`src/rtl/pwm_hl_pkg.sv`:
```
package pwm_hl_pkg;

    localparam int NCH        = 2;
    localparam int CNT_W      = 16;
    localparam int DIV_W      = 7;
    localparam int NSRC       = 4;
    localparam int SEL_W      = $clog2(NSRC);
    localparam int ADDR_W     = 4;

    // control word layout: per-channel fields repeat with a fixed stride
    localparam int EN_LSB     = 0;
    localparam int SEL_LSB    = 4;
    localparam int DIV_LSB    = 8;
    localparam int GATE_LSB   = 15;
    localparam int CH_STRIDE  = 8;

    typedef enum logic [1:0] {
        ST_OFF  = 2'd0,
        ST_HIGH = 2'd1,
        ST_LOW  = 2'd2
    } chan_state_t;

    function automatic logic [63:0] ctrl_mask(input int nch, input int sel_w, input int div_w);
        logic [63:0] m;
        m = '0;
        for (int g = 0; g < nch; g++) begin
            m[EN_LSB + g] = 1'b1;
            for (int b = 0; b < sel_w; b++) m[SEL_LSB + sel_w * g + b] = 1'b1;
            for (int b = 0; b < div_w; b++) m[DIV_LSB + CH_STRIDE * g + b] = 1'b1;
            m[GATE_LSB + CH_STRIDE * g] = 1'b1;
        end
        return m;
    endfunction

endpackage

```
`src/rtl/pwm_hl_regs.sv`:
```
module pwm_hl_regs #(
    parameter int NCH    = 2,
    parameter int DW     = 32,
    parameter int AW     = 4,
    parameter logic [DW-1:0] CTRL_MASK = '1
) (
    input  logic                  clk,
    input  logic                  rst_n,
    input  logic                  wr,
    input  logic [AW-1:0]         addr,
    input  logic [DW-1:0]         wdata,
    output logic [DW-1:0]         rdata,
    output logic [NCH-1:0][DW-1:0] cnt_q,
    output logic [DW-1:0]         ctrl_q
);
    localparam logic [AW-1:0] CTRL_OFS = AW'(4 * NCH);

    always_ff @(posedge clk) begin
        if (!rst_n) begin
            cnt_q  <= '0;
            ctrl_q <= '0;
        end else if (wr) begin
            for (int g = 0; g < NCH; g++) begin
                if (addr == AW'(4 * g)) cnt_q[g] <= wdata;
            end
            if (addr == CTRL_OFS) ctrl_q <= wdata & CTRL_MASK;
        end
    end

    always_comb begin
        rdata = '0;
        for (int g = 0; g < NCH; g++) begin
            if (addr == AW'(4 * g)) rdata = cnt_q[g];
        end
        if (addr == CTRL_OFS) rdata = ctrl_q;
    end

endmodule

```
`src/rtl/pwm_hl_tick.sv`:
```
module pwm_hl_tick #(
    parameter int NSRC  = 4,
    parameter int DIV_W = 7
) (
    input  logic                     clk,
    input  logic                     rst_n,
    input  logic [NSRC-1:0]          src,
    input  logic [$clog2(NSRC)-1:0]  sel,
    input  logic [DIV_W-1:0]         div,
    input  logic                     gate,
    output logic                     tick
);
    logic             pulse;
    logic [DIV_W-1:0] dcnt_q;

    assign pulse = src[sel];
    assign tick  = gate && pulse && (dcnt_q >= div);

    always_ff @(posedge clk) begin
        if (!rst_n || !gate) begin
            dcnt_q <= '0;
        end else if (pulse) begin
            dcnt_q <= (dcnt_q >= div) ? '0 : dcnt_q + 1'b1;
        end
    end

endmodule

```
`src/rtl/pwm_hl_chan.sv`:
```
module pwm_hl_chan
    import pwm_hl_pkg::*;
#(
    parameter int CNT_W = 16
) (
    input  logic             clk,
    input  logic             rst_n,
    input  logic             tick,
    input  logic             en,
    input  logic [CNT_W-1:0] hi_in,
    input  logic [CNT_W-1:0] lo_in,
    output logic             pwm
);
    chan_state_t      state_q, state_d;
    logic [CNT_W-1:0] cnt_q, cnt_d, hi_q, hi_d, lo_q, lo_d;
    logic [CNT_W:0]   cnt_inc;

    assign cnt_inc = {1'b0, cnt_q} + 1'b1;

    always_comb begin
        state_d = state_q;
        cnt_d   = cnt_q;
        hi_d    = hi_q;
        lo_d    = lo_q;
        if (!en) begin
            state_d = ST_OFF;
            cnt_d   = '0;
        end else begin
            unique case (state_q)
                ST_OFF: begin
                    hi_d    = hi_in;
                    lo_d    = lo_in;
                    cnt_d   = '0;
                    state_d = (hi_in == '0) ? ST_LOW : ST_HIGH;
                end
                ST_HIGH: begin
                    if (tick) begin
                        if (cnt_inc >= {1'b0, hi_q}) begin
                            cnt_d   = '0;
                            state_d = ST_LOW;
                        end else begin
                            cnt_d = cnt_inc[CNT_W-1:0];
                        end
                    end
                end
                ST_LOW: begin
                    // a zero low count still ends after one tick
                    if (tick) begin
                        if (cnt_inc >= {1'b0, lo_q}) begin
                            hi_d    = hi_in;
                            lo_d    = lo_in;
                            cnt_d   = '0;
                            state_d = (hi_in == '0) ? ST_LOW : ST_HIGH;
                        end else begin
                            cnt_d = cnt_inc[CNT_W-1:0];
                        end
                    end
                end
                default: state_d = ST_OFF;
            endcase
        end
    end

    always_ff @(posedge clk) begin
        if (!rst_n) begin
            state_q <= ST_OFF;
            cnt_q   <= '0;
            hi_q    <= '0;
            lo_q    <= '0;
        end else begin
            state_q <= state_d;
            cnt_q   <= cnt_d;
            hi_q    <= hi_d;
            lo_q    <= lo_d;
        end
    end

    always_comb begin
        pwm = en && (state_q == ST_HIGH);
    end

endmodule

```
`src/rtl/pwm_dual_hl.sv`:
```
module pwm_dual_hl
    import pwm_hl_pkg::*;
#(
    parameter int CH     = NCH,
    parameter int CW     = CNT_W,
    parameter int DVW    = DIV_W,
    parameter int NS     = NSRC,
    parameter int AW     = ADDR_W
) (
    input  logic              clk,
    input  logic              rst_n,
    input  logic              reg_wr,
    input  logic [AW-1:0]     reg_addr,
    input  logic [2*CW-1:0]   reg_wdata,
    output logic [2*CW-1:0]   reg_rdata,
    input  logic [NS-1:0]     src_tick,
    output logic [CH-1:0]     pwm_out
);
    localparam int DW  = 2 * CW;
    localparam int SW  = $clog2(NS);
    localparam logic [63:0] MASK64 = ctrl_mask(CH, SW, DVW);
    localparam logic [DW-1:0] CMASK = MASK64[DW-1:0];

    logic [CH-1:0][DW-1:0] cnt_w;
    logic [DW-1:0]         ctrl_w;

    pwm_hl_regs #(.NCH(CH), .DW(DW), .AW(AW), .CTRL_MASK(CMASK)) u_regs (
        .clk    (clk),
        .rst_n  (rst_n),
        .wr     (reg_wr),
        .addr   (reg_addr),
        .wdata  (reg_wdata),
        .rdata  (reg_rdata),
        .cnt_q  (cnt_w),
        .ctrl_q (ctrl_w)
    );

    for (genvar g = 0; g < CH; g++) begin : g_ch
        localparam int SEL_P  = SEL_LSB + SW * g;
        localparam int DIV_P  = DIV_LSB + CH_STRIDE * g;
        localparam int GATE_P = GATE_LSB + CH_STRIDE * g;
        logic tick;

        pwm_hl_tick #(.NSRC(NS), .DIV_W(DVW)) u_tick (
            .clk   (clk),
            .rst_n (rst_n),
            .src   (src_tick),
            .sel   (ctrl_w[SEL_P +: SW]),
            .div   (ctrl_w[DIV_P +: DVW]),
            .gate  (ctrl_w[GATE_P]),
            .tick  (tick)
        );

        pwm_hl_chan #(.CNT_W(CW)) u_chan (
            .clk   (clk),
            .rst_n (rst_n),
            .tick  (tick),
            .en    (ctrl_w[EN_LSB + g]),
            .hi_in (cnt_w[g][DW-1:CW]),
            .lo_in (cnt_w[g][CW-1:0]),
            .pwm   (pwm_out[g])
        );
    end

endmodule

```
`config.mk`:
```
export PLATFORM = sky130hd
export DESIGN_NAME = pwm_dual_hl
export DESIGN_NICKNAME = d
export VERILOG_FILES = /design/src/rtl/pwm_hl_pkg.sv /design/src/rtl/pwm_hl_regs.sv /design/src/rtl/pwm_hl_tick.sv /design/src/rtl/pwm_hl_chan.sv /design/src/rtl/pwm_dual_hl.sv
export SDC_FILE = /design/constraint.sdc
export NUM_CORES = 1
export LEC_CHECK = 0
export ABC_AREA = 1
export BUFFER_PORTS_ARGS = -buffer_cell sky130_fd_sc_hd__buf_4
export CORE_MARGIN = 8
export CORE_UTILIZATION = 60
export DETAILED_ROUTE_END_ITERATION = 10
export GPL_ROUTABILITY_DRIVEN = 0
export PLACE_DENSITY = 0.78
export SYNTH_ARGS = -nofsm -noshare
export SYNTH_HDL_FRONTEND = slang
export SYNTH_SLANG_ARGS = --single-unit
export TNS_END_PERCENT = 100
```
`constraint.sdc`:
```
create_clock -name clk -period 3.9 [get_ports clk]
set_input_delay 0.195 -clock clk [delete_from_list [all_inputs] [get_ports clk]]
set_output_delay 0.195 -clock clk [all_outputs]
set_load 0.01 [all_outputs]
```
# Word level (Yosys, flattened, before mapping)

Cells that the tools add are included.

$add $sub $neg: 4
Magnitude comparators: 8
Equality and inequality tests: 14
Multiplexer cells: 43
Reduce and logical (&&, ||, !) cells: 31

Operators with widths:

| operator                                                   | number |
|---|---|
| two-way mux 16 bit                                         | 16 |
| one-hot mux 16 bit (2 select lines)                        | 4 |
| two-way mux 32 bit                                         | 3 |
| one-hot mux 16 bit (3 select lines)                        | 2 |
| >= comparator 17 x 16 -> 1 bit                             | 4 |
| adder 16 x 1 -> 17 bit, second input constant              | 2 |
| logical NOT 16 bit                                         | 2 |
| two-way mux 2 bit                                          | 10 |
| AND reduction 4 bit                                        | 4 |
| adder 7 x 1 -> 7 bit, second input constant                | 2 |
| >= comparator 7 bit                                        | 2 |
| two-way mux 7 bit                                          | 2 |
| one-hot mux 2 bit (3 select lines)                         | 2 |
| AND reduction 2 bit                                        | 5 |
| != test 2 x 1 -> 1 bit, second input constant              | 4 |
| != test 2 bit, second input constant                       | 4 |
| logical AND 1 bit                                          | 6 |
| less-than comparator 2 x 3 -> 1 bit, second input constant | 2 |
| AND reduction 3 bit                                        | 2 |
| nonzero test 3 bit                                         | 2 |
| binary-select mux 1 bit (select 2 bit)                     | 2 |
| equality test 2 x 1 -> 1 bit, second input constant        | 2 |
| equality test 2 bit, second input constant                 | 2 |
| equality test 4 x 3 -> 1 bit, second input constant        | 1 |
| other kinds (7)                                            | 13 |

Register bits: 200
Input bits: 43
Output and inout port bits: 34
Word-level logic and storage cells: 113

# Depth between registers and ports, before layout

Gate-level depths: netlist of run 1.

Word-level depth: 6
Gate-level depth with buffers: 25

# Hierarchy

Synthesis of run 1 repeated with hierarchy kept, for this count alone.

Cell total of the unflattened synthesis: 2011
Area, all modules: 12759.7 um^2

Modules (own cells, without submodules):

| module                        | times used | cells each | area an instance (um^2) | seq. area each (um^2) |
|---|---|---|---|---|
| pwm_hl_regs                   | 1          | 790        | 4853.4                  | 1721.7 |
| pwm_hl_chan at g_ch[1].u_chan | 1          | 509        | 3303.2                  | 1001.0 |
| pwm_hl_chan at g_ch[0].u_chan | 1          | 506        | 3299.4                  | 1001.0 |
| pwm_hl_tick                   | 2          | 103        | 651.9                   | 140.1 |

# Worst setup path after synthesis of run 1

OpenSTA, ideal clock, no wires.

Path kind: flip-flop to flip-flop
From: register g_ch[1].u_chan.cnt_q[0]
To: register g_ch[1].u_chan.cnt_q[10]
Arrival: 2927 ps
Setup slack: 903 ps
Cell stages (with the launch flop): 23
Path buffers: 1
Period minus slack after synthesis: 2997 ps
Path through: dfxtp_1 ha_1 nand2_1 nor2_1 nand2_1 nor3_1 xor2_1 inv_1 ha_1 nand2_1 nor2_1 nand2_1 inv_1 a21oi_1 nand2_1 nand2_1 nand2_1 nand2_1 nand2_1 nand2_1 clkbuf_1 nand3_1 a21oi_1

Longest elaborated chain between the ends: 5
Elaborated cells on any way between the ends: 8

RTL lines:

| element                                                  | line                                 | text |
|---|---|---|
| start, declared                                          | pwm_hl_chan.sv:15                    | `logic [CNT_W-1:0] cnt_q, cnt_d, hi_q, hi_d, lo_q, lo_d;` |
| start signal, assigned                                   | pwm_hl_chan.sv:72                    | `cnt_q <= cnt_d;` |
| adder 16 x 1 -> 17 bit (*)                               | pwm_hl_chan.sv:18                    | `assign cnt_inc = {1'b0, cnt_q} + 1'b1;` |
| >= comparator 17 x 16 -> 1 bit, on equally long branches | pwm_hl_chan.sv:49, pwm_hl_chan.sv:38 |  |
| two-way mux 16 bit, on equally long branches             | pwm_hl_chan.sv:49, pwm_hl_chan.sv:38 |  |
| two-way mux 16 bit, on equally long branches             | pwm_hl_chan.sv:48, pwm_hl_chan.sv:37 |  |
| one-hot mux 16 bit (3 select lines) (*)                  | pwm_hl_chan.sv:29                    | `unique case (state_q)` |

Every way passes the cells marked *; elsewhere a longest branch is shown, timed or not. The select of a mux whose other input is x is not followed.
A chain may end at the register's enable or synchronous reset.

# Worst setup path in the final report of run 1

From: register g_ch[1].u_chan.cnt_q[1]
To: register g_ch[1].u_chan.cnt_q[14]

Same word-level chain as after synthesis.

==> out/results.ini, run 1 <==
[die]
coreArea_sq_um=17800
die_w_microns=150
row_count=49
start_util=0.607
die_h_microns=150
io_pins=77
design.die.area_sq_um=22600

[layout]
num-nets-final=1698
final_common_cell=nand2_1
final_cell_mix=nand2_1, inv_1, dfxtp_1, nor2_1, a21oi_1
antenna_cells=0
area_growth_pct=11.4
drive_gt1_frac=0.0849

[worst_setup_path]
worstSetupStartpointType=flip-flop
crit_top_cell=nand2_1
critPathKind=reg -> reg
cp_max_fo=16
max_stage_delay_ns=0.46
crit_slowest_cell=nand2_1
crit_chain=ha_1, nand2_1, nor2_1, nand2_1, nor3_1, xor2_1, inv_1, ha_1, nand2_1, inv_1, nand3_1, nor2_1, a21oi_1, nand2_1, nand2_1, nand2_1, nand2_1, nand2_1, nand2_1, nand3_1, a21oi_1
critPathArrivalTime_ns=3.81
crit_required_ns=4.26
path_buf_inv=2
cp_top_family=simple AND/OR/NAND/NOR gates
worstSetupEndpointType=flip-flop

[detailed_routing]
dr.pass1.iters=6
wirelength_microns=28600
drt_first_iter_violations=1006
vias=10090
wl_per_cell_microns=15.8
routed_via_density=5.58
antenna_left=0
drc_errors=0

[global_routing]
grt_overflow=0
grt_usage=0.250
antenna_found_initial=0
first_global_vias=9030
grt_pass1_wl_microns=45500
grt_max_degree=76

[cts]
cts_made_buffers=17
cts_root_buffer=clkbuf_16
htreeDepth=4
clkSinkCount=200
cts.path.max_buffers=2
path_clk_slew_ns=0.08
worstSkewPairLatency_ns=0.44
cts_hold_buf=0
cts_tree=yes

[logic_synthesis]
synthCells=1530
avgSynthCellArea_sq_um=7.08
ys_seq_area_frac=0.370
synth.distinct_cells=40
synth_fp_nets=1663
ys_ff_latch=200
syn_area_sq_um=10800
yosys_warnings=0

[sta]
fmaxAchievable_ghz=0.289
slew_violations=0
setup_viol=0
relSlewSlack=0.181
period_minus_slack_ns=3.46
worst_pin_slew_ns=1.23
period_share=0.886
rsz0062_at_grt=no
skew_ns=0.0115
tns_ns=0
hold_violations=0

[pwr]
vdd_ir_drop_max_mv=0.359
powerDensity_nw_per_um2=352
power.leakage_uw=0.00529
total_power_uw=4250

[flow_run]
max-cap-violations=0

[placed_design]
port_buffers=76
post-dp-hpwl_microns=20800

[run_status]
status=finished, final reports clean

[min_path]
hold_class=in -> reg

-- final timing paths --
kind | to | cells past startpoint | from | slack (ns)
worst min register to register | g_ch[0].u_chan.lo_q[0] | 2 | g_ch[0].u_chan.lo_q[0] | 0.47
worst min-delay path | u_regs.cnt_q[41] | 3 | reg_wdata[9] | 0.04
worst max-delay path | g_ch[1].u_chan.cnt_q[14] | 21 | g_ch[1].u_chan.cnt_q[1] | 0.44
worst max register to register | g_ch[1].u_chan.cnt_q[14] | 21 | g_ch[1].u_chan.cnt_q[1] | 0.44
-- final cells by class --
cell class / instances / area, sq um
fill: 1548 / 5770
multi-input combinational: 1039 / 5710
sequential: 200 / 4000
inverter: 224 / 841
timing repair buffer: 83 / 623
clock buffer: 18 / 439
tap: 229 / 287
clock inverter: 14 / 164
-- kinds of logic after synthesis --
| kind of cell | Yosys count | synth area share |
|---|---|---|
| AND/OR/NAND/NOR | 580 | 0.229 |
| adder cells (fa/ha/maj) | 90 | 0.104 |
| flip-flops | 200 | 0.370 |
| buffers and inverters | 292 | 0.105 |
| XOR/XNOR | 30 | 0.0243 |
| AO/OA/AOI/OAI | 338 | 0.168 |
-- layer usage --
| metal | global-route usage | part of all wire |
|---|---|---|
| met3 | 0.0505 | 0.070 |
| met2 | 0.379 | 0.43 |
| met4 | 0.0865 | 0.023 |
| met1 | 0.348 | 0.47 |
| met5 | 0 | 0 |
-- where the power goes --
group / internal [uW] / switching (uW) / total (uW)
clock network: 980 / 836 / 1820
logic: 117 / 216 / 333
registers: 2080 / 22.4 / 2100
total: 3170 / 1070 / 4250
-- cell usage after synthesis, drive strengths merged --
library cell | number | area share
nand2 | 257 | 0.090
inv | 222 | 0.077
dfxtp | 200 | 0.37
nor2 | 189 | 0.067
a21oi | 154 | 0.071
o21ai | 139 | 0.064
ha | 90 | 0.10
nand3 | 80 | 0.039
clkbuf | 52 | 0.018
xor2 | 24 | 0.019
o221ai | 22 | 0.018
nand4 | 19 | 0.011
buf | 16 | 0.0098
nor4 | 12 | 0.0069
nor3 | 11 | 0.0065
o22ai | 10 | 0.0058
xnor2 | 6 | 0.0049
nor3b | 5 | 0.0035
a21o | 4 | 0.0028
nand3b | 4 | 0.0028
o21a | 3 | 0.0021
and3 | 2 | 0.0012
clkinv | 2 | 0.00069
o211ai | 2 | 0.0014
a31o | 1 | 0.00081
a31oi | 1 | 0.00058
a41oi | 1 | 0.00081
o21bai | 1 | 0.00069
or2 | 1 | 0.00058
-- sequential cells by signal, summed over array words and instances, names as in the netlist --
register,cells
g_ch.u_chan.lo_q,32
g_ch.u_chan.hi_q,32
g_ch.u_chan.cnt_q,32
g_ch.u_tick.dcnt_q,14
g_ch.u_chan.state_q,4
u_regs.ctrl_q,22
u_regs.cnt_q,64
-- through the flow --
step,std cells,utilization,worst slack (ns),cell area (sq um),hold WS [ns]
2_1_floorplan,1530,-,0.903,10800,0.341
3_3_place_gp,1774,0.642,0.401,11400,0.458
3_5_place_dp,1774,0.642,0.303,11400,0.464
4_1_cts,1806,0.675,0.262,12100,0.0324
5_1_grt,1807,0.677,0.0638,12100,0.0379
6_report,1807,0.677,0.445,12100,0.0392
-- repair_timing --
| item | 4_1_cts | 5_1_grt |
|---|---|---|
| gates resized for setup | 0 | 2 |
| endpoints found under the hold margin | 0 | 0 |
| setup buffers | 0 | 0 |
| endpoints found under the setup margin | 0 | 38 |
-- worst reg2reg max path: cells and delay by family (launching register included) --
family          cells  cell delay [ns]
fa+ha+maj           2             0.48
buf+inv             2             0.16
xor+xnor            1             0.18
compound gates      2             0.30
simple gates       14             1.89
flops               1             0.35
Note: power is estimated with default switching activity, not from simulation.
==> run 2: changes to the inputs <==
--- a/config.mk
+++ b/config.mk
@@ -8,10 +8,10 @@
 export ABC_AREA = 1
 export BUFFER_PORTS_ARGS = -buffer_cell sky130_fd_sc_hd__buf_4
 export CORE_MARGIN = 8
-export CORE_UTILIZATION = 60
+export CORE_UTILIZATION = 55
 export DETAILED_ROUTE_END_ITERATION = 10
 export GPL_ROUTABILITY_DRIVEN = 0
-export PLACE_DENSITY = 0.78
+export PLACE_DENSITY = 0.73
 export SYNTH_ARGS = -nofsm -noshare
 export SYNTH_HDL_FRONTEND = slang
 export SYNTH_SLANG_ARGS = --single-unit
==> out/results.ini, run 2 (synthesis results as in run 1) <==
[global_routing]
grt_usage=0.240
grt_pass1_wl_microns=47400
first_global_vias=9343
grt_max_degree=55
grt_overflow=0
antenna_found_initial=0

[worst_setup_path]
worstSetupStartpointType=flip-flop
rr_endpoint=g_ch[0].u_chan.lo_q[15]
ff2ff_setup_slack_ns=0.35
cp-startpoint=g_ch[0].u_chan.cnt_q[0]
worstSetupEndpointType=flip-flop
critPathKind=reg -> reg
crit_end=g_ch[0].u_chan.lo_q[15]
cp_max_fo=31
timing.rr.start=g_ch[0].u_chan.cnt_q[0]
critPathArrivalTime_ns=3.88
crit_required_ns=4.23
r2r_cells=24

[sta]
tns_ns=0
period_minus_slack_ns=3.55
fmaxAchievable_ghz=0.282
relSlewSlack=0.357
worst_pin_slew_ns=0.962
setup_viol=0
hold_violations=0
period_share=0.910
slew_violations=0
rsz0062_at_grt=no
skew_ns=0.0114

[layout]
drive_gt1_frac=0.0865
final_common_cell=nand2_1
final_cell_mix=nand2_1, inv_1, dfxtp_1, nor2_1, a21oi_1
multiInputGateArea_sq_um=5700
seqCellArea_sq_um=4000
fill_cells=1866
num-nets-final=1706
antenna_cells=0
top_register=u_regs.cnt_q
area_growth_pct=11.9
largest_reg_flops=64

[die]
row_count=51
io_pins=77
design.die.area_sq_um=24400
die_w_microns=156
start_util=0.558
coreArea_sq_um=19400
die_h_microns=156

[detailed_routing]
vias=10109
wirelength_microns=29400
antenna_left=0
wl_per_cell_microns=15.9
dr.pass1.iters=6
drt_first_iter_violations=899
routed_via_density=5.47
drc_errors=0

[min_path]
hold_class=in -> reg
hold_start=reg_wdata[14]

[cts]
cts_made_buffers=17
worstSkewPairLatency_ns=0.43
cts_tree=yes
clkSinkCount=200
cts.path.max_buffers=2
cts_root_buffer=clkbuf_16
cts_hold_buf=0
path_clk_slew_ns=0.07
htreeDepth=4

[flow_run]
max-cap-violations=0

[placed_design]
post-dp-hpwl_microns=21500
port_buffers=76

[pwr]
power.leakage_uw=0.00530
total_power_uw=4110
vdd_ir_drop_max_mv=0.332
powerDensity_nw_per_um2=339

[run_status]
status=finished, final reports clean

-- run 2: changes by cell type in the layout (fill, tap and decap cells not counted), moves of 2 or more --
cell	previous run	this run
clkinv_2	3	0
inv_8	2	0
clkbuf_1	0	4
buf_4	83	91
clkinvlp_4	2	4
-- run 2: routing by layer --
layer	wire length, microns	vias up	track usage	part of all wire
met5	0	-	0	0
met4	774	0	0.0961	0.026
met3	2260	52	0.0510	0.077
met2	12700	369	0.372	0.43
met1	13700	4601	0.320	0.47
li1	-	5087	-	-
-- run 2: critical path: stages (launching register included) --
cell and delay [ns]:
dfxtp_1 0.46, ha_1 0.23, nand2_1 0.08, nor2_2 0.14, nand3_2 0.12, nor2_4 0.13
nand2_2 0.09, nor2_4 0.11, xor2_1 0.42, ha_1 0.34, nand2_1 0.09, inv_1 0.04
nand3_1 0.08, nor2_1 0.06, a21oi_1 0.13, nand2_1 0.06, nand2_1 0.06, nand2_1 0.05
nand2_1 0.09, nand2_4 0.09, nand3_4 0.16, buf_12 0.21, nand2_1 0.07, nand2_1 0.08
nor2_1 0.05
-- run 2: metrics by stage --
| step | hold WS [ns] | cell area [sq um] | utilization | setup WS, ns | std cells |
|---|---|---|---|---|---|
| 6_report | 0.0541 | 12100 | 0.625 | 0.350 | 1849 |
| 3_3_place_gp | 0.457 | 11600 | 0.596 | 0.394 | 1818 |
| 4_1_cts | 0.0451 | 12100 | 0.624 | 0.273 | 1848 |
| 2_1_floorplan | 0.341 | 10800 | - | 0.903 | 1530 |
| 3_5_place_dp | 0.463 | 11600 | 0.596 | 0.305 | 1818 |
| 5_1_grt | 0.0546 | 12100 | 0.625 | 0.0430 | 1849 |
-- run 2: cell type report --
cell class                      count  area share
Timing Repair Buffer               92      0.0580
Clock buffer                       21      0.0364
Tap cell                          265      0.0274
Multi-Input combinational cell   1038       0.470
Clock inverter                      9     0.00785
Sequential cell                   200       0.330
Inverter                          224      0.0696
-- run 2: how the worst min path moves through the flow --
stage | to | cells past startpoint
2_1_floorplan | g_ch[0].u_chan.cnt_q[0] | 2
3_3_place_gp | g_ch[0].u_chan.lo_q[0] | 2
3_5_place_dp | u_regs.cnt_q[2] | 2
4_1_cts | u_regs.cnt_q[52] | 3
5_1_grt | u_regs.cnt_q[46] | 3
6_report | u_regs.cnt_q[46] | 3
-- run 2: power breakdown --
part           internal, uW  switching, uW  total (uW)
Sequential             2080           23.6        2100
Combinational           119            214         334
Clock                   881            791        1670
Total                  3080           1030        4110
-- run 2: repair_timing --
action,CTS,global route
setup buffers,0,1
gates resized for setup,0,4
setup endpoints to repair,0,48
